<file path="config.mk">
export PLATFORM = sky130hd
export DESIGN_NAME = fp64_pow2_scaler
export DESIGN_NICKNAME = d
export VERILOG_FILES = /design/src/rtl/fp_scale_pkg.sv /design/src/rtl/fp_scale_rst_sync.sv /design/src/rtl/fp_scale_classify.sv /design/src/rtl/fp_scale_adjust.sv /design/src/rtl/fp64_pow2_scaler.sv
export SDC_FILE = /design/constraint.sdc
export NUM_CORES = 1
export LEC_CHECK = 0
export BUFFER_PORTS_ARGS = -buffer_cell sky130_fd_sc_hd__buf_4
export CAP_MARGIN = 30
export CORE_AREA = 3 3 85 87
export DETAILED_ROUTE_END_ITERATION = 6
export DIE_AREA = 0 0 88 90
export PLACE_DENSITY = 0.79
export SYNTH_ARGS = -nofsm -noshare
export SYNTH_HDL_FRONTEND = slang
export SYNTH_SLANG_ARGS = --single-unit
</file>
<file path="constraint.sdc">
create_clock -name clk -period 0.8 [get_ports clk]
set_clock_uncertainty 0.15 [all_clocks]
set_input_delay 0.12 -clock clk [delete_from_list [all_inputs] [get_ports clk]]
set_output_delay 0.12 -clock clk [all_outputs]
set_load 0.1 [all_outputs]
</file>
<file path="src/rtl/fp_scale_pkg.sv">
package fp_scale_pkg;
  typedef enum logic [1:0] {
    SCL_BYPASS = 2'd0,
    SCL_SCALED = 2'd1,
    SCL_OVER   = 2'd2,
    SCL_UNDER  = 2'd3
  } scl_kind_e;
endpackage

</file>
<file path="src/rtl/fp_scale_rst_sync.sv">
module fp_scale_rst_sync #(
  parameter int STAGES = 2
) (
  input  logic clk,
  input  logic rst_n,
  output logic rst_sync_n
);
  logic [STAGES-1:0] chain_q;

  always_ff @(posedge clk or negedge rst_n) begin
    if (!rst_n) chain_q <= '0;
    else        chain_q <= {chain_q[STAGES-2:0], 1'b1};
  end

  assign rst_sync_n = chain_q[STAGES-1];
endmodule

</file>
<file path="src/rtl/fp_scale_classify.sv">
module fp_scale_classify #(
  parameter int WORD_W = 64,
  parameter int EXP_W  = 11,
  parameter int FRAC_W = 52
) (
  input  logic [WORD_W-1:0] word,
  output logic [EXP_W-1:0]  exp_field,
  output logic              is_special
);
  localparam logic [EXP_W-1:0] EXP_ONES = {EXP_W{1'b1}};

  logic [FRAC_W-1:0] frac_unused;
  logic              sign_unused;

  assign {sign_unused, exp_field, frac_unused} = word;
  assign is_special = (exp_field == '0) || (exp_field == EXP_ONES);
endmodule

</file>
<file path="src/rtl/fp_scale_adjust.sv">
module fp_scale_adjust
  import fp_scale_pkg::*;
#(
  parameter int EXP_W   = 11,
  parameter int SHIFT_W = 8
) (
  input  logic [EXP_W-1:0]   exp_in,
  input  logic               special,
  input  logic [SHIFT_W-1:0] shift,
  output logic [EXP_W-1:0]   exp_out,
  output scl_kind_e          kind
);
  localparam int SUM_W = ((EXP_W > SHIFT_W) ? EXP_W : SHIFT_W) + 2;
  localparam logic signed [SUM_W-1:0] EXP_TOP = SUM_W'((1 << EXP_W) - 1);

  logic signed [SUM_W-1:0] exp_ext;
  logic signed [SUM_W-1:0] shift_ext;
  logic signed [SUM_W-1:0] sum;
  logic                    shift_pos;
  logic                    shift_neg;

  always_comb begin
    exp_ext   = $signed({{(SUM_W-EXP_W){1'b0}}, exp_in});
    shift_ext = $signed({{(SUM_W-SHIFT_W){shift[SHIFT_W-1]}}, shift});
    sum       = exp_ext + shift_ext;
    shift_neg = shift[SHIFT_W-1];
    shift_pos = !shift_neg && (shift != '0);
    exp_out   = sum[EXP_W-1:0];
    if (special)                         kind = SCL_BYPASS;
    else if (shift_pos && sum >= EXP_TOP) kind = SCL_OVER;
    else if (shift_neg && sum <= 0)       kind = SCL_UNDER;
    else                                  kind = SCL_SCALED;
  end
endmodule

</file>
<file path="src/rtl/fp64_pow2_scaler.sv">
module fp64_pow2_scaler
  import fp_scale_pkg::*;
#(
  parameter int WORD_W  = 64,
  parameter int EXP_W   = 11,
  parameter int SHIFT_W = 8
) (
  input  logic              clk,
  input  logic              rst_n,
  input  logic              in_valid,
  input  logic [WORD_W-1:0] in_value,
  input  logic [SHIFT_W-1:0] in_shift,
  output logic              out_valid,
  output logic [WORD_W-1:0] out_value,
  output logic              out_error
);
  localparam int FRAC_W  = WORD_W - EXP_W - 1;
  localparam int EXP_LSB = FRAC_W;
  localparam int EXP_MSB = FRAC_W + EXP_W - 1;

  logic             rst_sync_n;
  logic [EXP_W-1:0] exp_field;
  logic             is_special;
  logic [EXP_W-1:0] exp_new;
  scl_kind_e        kind;

  logic              valid_d, valid_q;
  logic              err_d, err_q;
  logic [WORD_W-1:0] value_d, value_q;
  logic              value_en;

  fp_scale_rst_sync #(.STAGES(2)) u_rst_sync (
    .clk(clk), .rst_n(rst_n), .rst_sync_n(rst_sync_n)
  );

  fp_scale_classify #(.WORD_W(WORD_W), .EXP_W(EXP_W), .FRAC_W(FRAC_W)) u_classify (
    .word(in_value), .exp_field(exp_field), .is_special(is_special)
  );

  fp_scale_adjust #(.EXP_W(EXP_W), .SHIFT_W(SHIFT_W)) u_adjust (
    .exp_in(exp_field), .special(is_special), .shift(in_shift),
    .exp_out(exp_new), .kind(kind)
  );

  always_comb begin
    valid_d  = in_valid;
    value_en = in_valid;
    err_d    = in_valid && (kind == SCL_OVER || kind == SCL_UNDER);
    value_d  = in_value;
    if (kind == SCL_SCALED) value_d[EXP_MSB:EXP_LSB] = exp_new;
  end

  always_ff @(posedge clk or negedge rst_sync_n) begin
    if (!rst_sync_n) begin
      valid_q <= 1'b0;
      err_q   <= 1'b0;
    end else begin
      valid_q <= valid_d;
      err_q   <= err_d;
    end
  end

  always_ff @(posedge clk) begin
    if (value_en) value_q <= value_d;
  end

  assign out_valid = valid_q;
  assign out_error = err_q;
  assign out_value = value_q;
endmodule

</file>
**Word level (Yosys, flattened, before mapping)**

Cells that the tools add are included.
Widths: inputs -> output; s select.

- Register bits: 68
- Bits of input ports: 75
- Output and inout bits: 66
- Logic and storage cells: 24

- $add $sub $neg: 1
- Magnitude comparators: 2
- Equal/unequal tests: 4
- Muxes and demuxes: 4
- Reductions and logical operators: 9

Operators with widths:

| cell | count |
|---|---|
| $add 12x8->13 | 1 |
| $ge 13x12->1 const B | 1 |
| $le 13x1->1 const B | 1 |
| $eq 11x11->1 const B | 1 |
| $logic_not 11->1 | 1 |
| $mux 11 | 1 |
| $reduce_bool 8->1 | 1 |
| $mux 2 | 3 |
| $eq 2x2->1 const B | 2 |
| $logic_and 1x1->1 | 4 |
| $eq 2x1->1 const B | 1 |
| $logic_or 1x1->1 | 2 |
| $logic_not 1->1 | 1 |

**Longest topological paths before layout**

- Depth after elaboration: 9
- Gate-level depth with buffers: 11
- Mapped depth without buffers: 10

**Modules after synthesis**

From an unflattened synthesis, not the netlist that was laid out.

- Cells, all modules: 220
- Area, all modules: 3,263.1 um^2

By module, submodules not included:

| module | times used | cells each | area each (um^2) | seq. area each (um^2) |
|---|---|---|---|---|
| fp64_pow2_scaler | 1 | 80 | 2,174.6 | 1,971.9 |
| fp_scale_adjust | 1 | 118 | 904.6 | 0.0 |
| fp_scale_classify | 1 | 19 | 130.1 | 0.0 |
| fp_scale_rst_sync | 1 | 3 | 53.8 | 50.0 |

**Worst setup path after synthesis**

OpenSTA, ideal clock, no wires.

- Kind: in2reg
- Start point: input port in_value[52]
- End point: register value_q[59] (netlist: out_value[59]), data pin
- Setup time: 0.261 ns
- Data arrival time: 2.514 ns
- Data required time: 0.389 ns
- Setup slack: -2.125 ns
- Stages: 10
- Buffers on the path: 1
- Cell sequence: ha_1 fa_1 a21o_1 a221oi_4 a21oi_2 xnor2_1 nor4b_1 a31oi_1 buf_2 a221o_2

- Cells in the longest elaborated chain, start to end: 8
- Elaborated cells on any way between the ends: 13
- Classes of those cells: add/sub: 1; order compare: 2; eq/ne: 2; mux: 4; reduce/logical: 4

RTL lines:

| element | RTL line | text |
|---|---|---|
| start, declared | fp64_pow2_scaler.sv:11 | `input logic [WORD_W-1:0] in_value,` |
| $add 12x8->13 | fp_scale_adjust.sv:25 | `sum = exp_ext + shift_ext;` |
| $le 13x1->1 | fp_scale_adjust.sv:31 | `else if (shift_neg && sum <= 0) kind = SCL_UNDER;` |
| $logic_and 1x1->1 | fp_scale_adjust.sv:31 |  |
| $mux 2 | fp_scale_adjust.sv:31 |  |
| $mux 2 | fp_scale_adjust.sv:30 | `else if (shift_pos && sum >= EXP_TOP) kind = SCL_OVER;` |
| $mux 2 | fp_scale_adjust.sv:29 | `if (special) kind = SCL_BYPASS;` |
| $eq 2x1->1 | fp64_pow2_scaler.sv:50 | `if (kind == SCL_SCALED) value_d[EXP_MSB:EXP_LSB] = exp_new;` |
| $mux 11 * | fp64_pow2_scaler.sv:50 |  |
| via value_d[59] | fp64_pow2_scaler.sv:29 | `logic [WORD_W-1:0] value_d, value_q;` |
| end signal, assigned | fp64_pow2_scaler.sv:64 | `if (value_en) value_q <= value_d;` |
| end, declared | fp64_pow2_scaler.sv:29 |  |

Mark *: on every way through the listed nets, which the timed path passes. The rest lies on a longest branch.
A chain may end at the register's enable or synchronous reset.

**Worst setup path in the final report**

- Start point: input port in_value[53]
- End point: register value_q[59] (netlist: out_value[59]), data pin

The elaborated chain is that of the path after synthesis.

==> results.cfg <==
[timing]
min_period_over_period = 3.48
max_clock_freq_ghz = 0.359
unrepaired_setup_endpoints_after_global_routing = yes
worst_slew_margin_rel = 0.667
timing.final.crit_period_ps = 2790
finalHoldViolations = 57
timing.final.max_slew_violations = 0
postLayoutSetupSlackWorst_ps = -1990
whs_ps = -209
setup_viol_count_final = 78
finalSetupTns_ps = -51870
slew_at_the_pin_with_the_worst_max_slew_slack_ps = 500

[placed_design]
placement.cell_area_um2 = 4620
numPortBuffers = 140
preCtsSetupSlack_ps = -2220
globalplace.congestion = 0.940
detailed_place_hpwl_um = 7400

[critical_path]
worstReg2RegStart = u_rst_sync.chain_q[0]
worstPathRequired_ps = 740
startpoint_type = input pin
critical_path_peak_fanout = 5
rrSetupSlack_ps = 150
timing.critical_path.to_type = flop
r2r-end = u_rst_sync.chain_q[1]
timing.critical_path.arrival_ps = 2720
setup.worst_path.class = in -> reg
rr_worst_depth = 0

[clock_tree]
clk_pin_slew_ps = 90
cts_htree_levels = 3
cts_hold_buf = 1
cts_tree = done
clock_tree.buffer_depth = 2
cts_inserted_buffers = 9
worstSkewPairLatency_ps = 340
cts.root.buffer_cell = sky130_fd_sc_hd__clkbuf_8
tritoncts_num_sinks = 68

[min_path]
holdPathStages = 1
hold_path_startpoint = in_value[10]
holdCritPathClass = in -> reg
hold-path-endpoint = out_value[10]

[global_routing]
antenna_violations_before_repair = 0
first_global_vias = 2916
grtUsageTotal = 0.318
first_pass_grt_wire_length_um = 18100
overflow = 0
maximum_number_of_pins_on_one_net_before_global_route_repair = 26

[synth]
syn_nets = 277
yosysUniqueCellTypes = 44
post-synth-top-area-fraction = 0.648
ys.flop_type = sky130_fd_sc_hd__edfxtp_1
netlist_area_um2 = 2970
synthCells = 189
async_reset_ff_frac = 0.0588
synth_seq_cells = 68
synth-edff-count = 64
synth_seq_area_share = 0.681
post-synth-top-area-cell = sky130_fd_sc_hd__edfxtp_1
synth_area_leaders = sky130_fd_sc_hd__edfxtp_1 65%, sky130_fd_sc_hd__ha_1 5.1%, sky130_fd_sc_hd__dfrtp_1 3.4%, sky130_fd_sc_hd__a221o_1 2.0%, sky130_fd_sc_hd__xnor2_1 1.5%
synthesized_area_divided_by_synthesized_cell_count_um2 = 15.7
synth-warning-count = 0

[run]
timing.max_cap.violations = 0

[status]
violations = hold timing, setup timing
outcome = finished with violations

[final_layout]
layout-drive-gt1-share = 0.625
finalInstanceArea_um2 = 5470
antenna_cells = 0
area_delta_synth_final_pct = 84.4
postLayoutCoreUtil = 0.852
finalNetCount = 502

[drt]
drc = 0
wl_met2_um = 7160
dr.max_layer_used = met4
dr_wl_met3_um = 1680
firstDrtPassIters = 5
drt_iter0_drc = 277
wl_met1_um = 4680
final_antenna_violating_net_count = 0
wirelength_um = 14300
wl_per_cell_um = 28.7
vias_per_cell = 6.16
vias = 3054

[floorplan]
die_height_um = 90
placementRows = 29
top_level_port_count = 141
die_area_um2 = 7920
die_x_um = 88
initial_core_util = 0.462
core_area_um2 = 6420

[power]
vdd_drop_max_mv = 1.08
power_density_cells_nw_per_um2 = 2430
static_leakage_uw = 0.00236
==> synth_stat cells (all sizes together) (5+ instances only) <==
cell / n
edfxtp: 64
a221o: 9
a31oi: 5
nor3: 8
nor4: 5
xnor2: 5
nor2: 7
inv: 6
a21oi: 8
ha: 12
a21o: 6
==> layout make-up <==
cell class | count | area, um^2
inverters | 6 | 22.5
multi-input cells | 114 | 1140
well taps | 77 | 96.3
fillers | 288 | 950
repair buffers | 215 | 1960
clock buffers | 10 | 128
clock inverters | 6 | 103
flip-flops and latches | 68 | 2030
==> registers in the layout (all words and copies together), names as in the netlist <==
name                cells
out_error               1
out_valid               1
out_value              64
u_rst_sync.chain_q      2
==> stage by stage <==
stage	hold slack [ps]	std cells	total power, uW
2_1_floorplan	-326	189	7400
5_1_grt	-224	496	13600
3_3_place_gp	-246	465	8770
3_5_place_dp	-246	465	8860
6_report	-209	496	13300
4_1_cts	-198	490	12600
==> per-layer routing <==
metal	vias up	global-route usage
li1	1225	-
met1	1494	0.341
met2	270	0.546
met3	65	0.101
met4	0	0.164
met5	-	0
==> cells by family (layout without fill, tap and decap cells) <==
group,count (synthesis),in the layout,synth area share
flops,68,68,0.681
xor+xnor,9,9,0.0266
fa+ha+maj,13,13,0.0573
buf+inv,8,237,0.0110
other cells,1,1,0.00126
simple gates,41,41,0.0809
compound gates,49,50,0.142
==> layout by cell type, fill, tap and decap left out, types with 4 or more instances in the layout <==
| cell type | n |
|---|---|
| sky130_fd_sc_hd__buf_4 | 136 |
| sky130_fd_sc_hd__nand4_1 | 4 |
| sky130_fd_sc_hd__a221o_1 | 6 |
| sky130_fd_sc_hd__buf_6 | 71 |
| sky130_fd_sc_hd__nor2_1 | 7 |
| sky130_fd_sc_hd__clkbuf_8 | 9 |
| sky130_fd_sc_hd__inv_1 | 6 |
| sky130_fd_sc_hd__edfxtp_1 | 64 |
| sky130_fd_sc_hd__ha_1 | 11 |
| sky130_fd_sc_hd__nor3_1 | 8 |
| sky130_fd_sc_hd__buf_12 | 4 |
| sky130_fd_sc_hd__a21o_1 | 5 |
| sky130_fd_sc_hd__a21oi_1 | 4 |
| sky130_fd_sc_hd__nand2_1 | 4 |
==> worst max-delay path, stage by stage <==
cell                       delay, ps
sky130_fd_sc_hd__buf_4           130
sky130_fd_sc_hd__ha_1            300
sky130_fd_sc_hd__a211oi_1        360
sky130_fd_sc_hd__o21ai_0         240
sky130_fd_sc_hd__a31oi_1         240
sky130_fd_sc_hd__xnor2_1         220
sky130_fd_sc_hd__buf_4           190
sky130_fd_sc_hd__nor2_1           50
sky130_fd_sc_hd__nand4_1         100
sky130_fd_sc_hd__buf_6           140
sky130_fd_sc_hd__a22oi_2          80
sky130_fd_sc_hd__buf_6           140
sky130_fd_sc_hd__a221o_2         390
==> what timing repair did <==
item                       4_1_cts  5_1_grt
setup endpoints to repair       78       78
cloned                           2        0
hold endpoints to repair        58       58
resized for setup               87       26
buffers inserted                 7        7
pin swaps                       28       24
==> where the power goes <==
group / internal (uW) / switching (uW)
Combinational: 1780 / 3510
Clock: 2050 / 1470
Sequential: 4280 / 219
Total: 8110 / 5200
==> how the worst max path moves through the flow <==
stage	from	endpoint	slack, ps	depth (start not counted)
3_3_place_gp	in_value[52]	out_value[59]	-2130	12
3_5_place_dp	in_value[52]	out_value[55]	-2220	12
5_1_grt	in_value[52]	out_error	-2060	14
6_report	in_value[53]	out_value[59]	-1990	13
4_1_cts	in_shift[0]	out_value[52]	-1880	11
2_1_floorplan	in_value[52]	out_value[59]	-1900	10
Note: power is estimated with default switching activity, not from simulation.
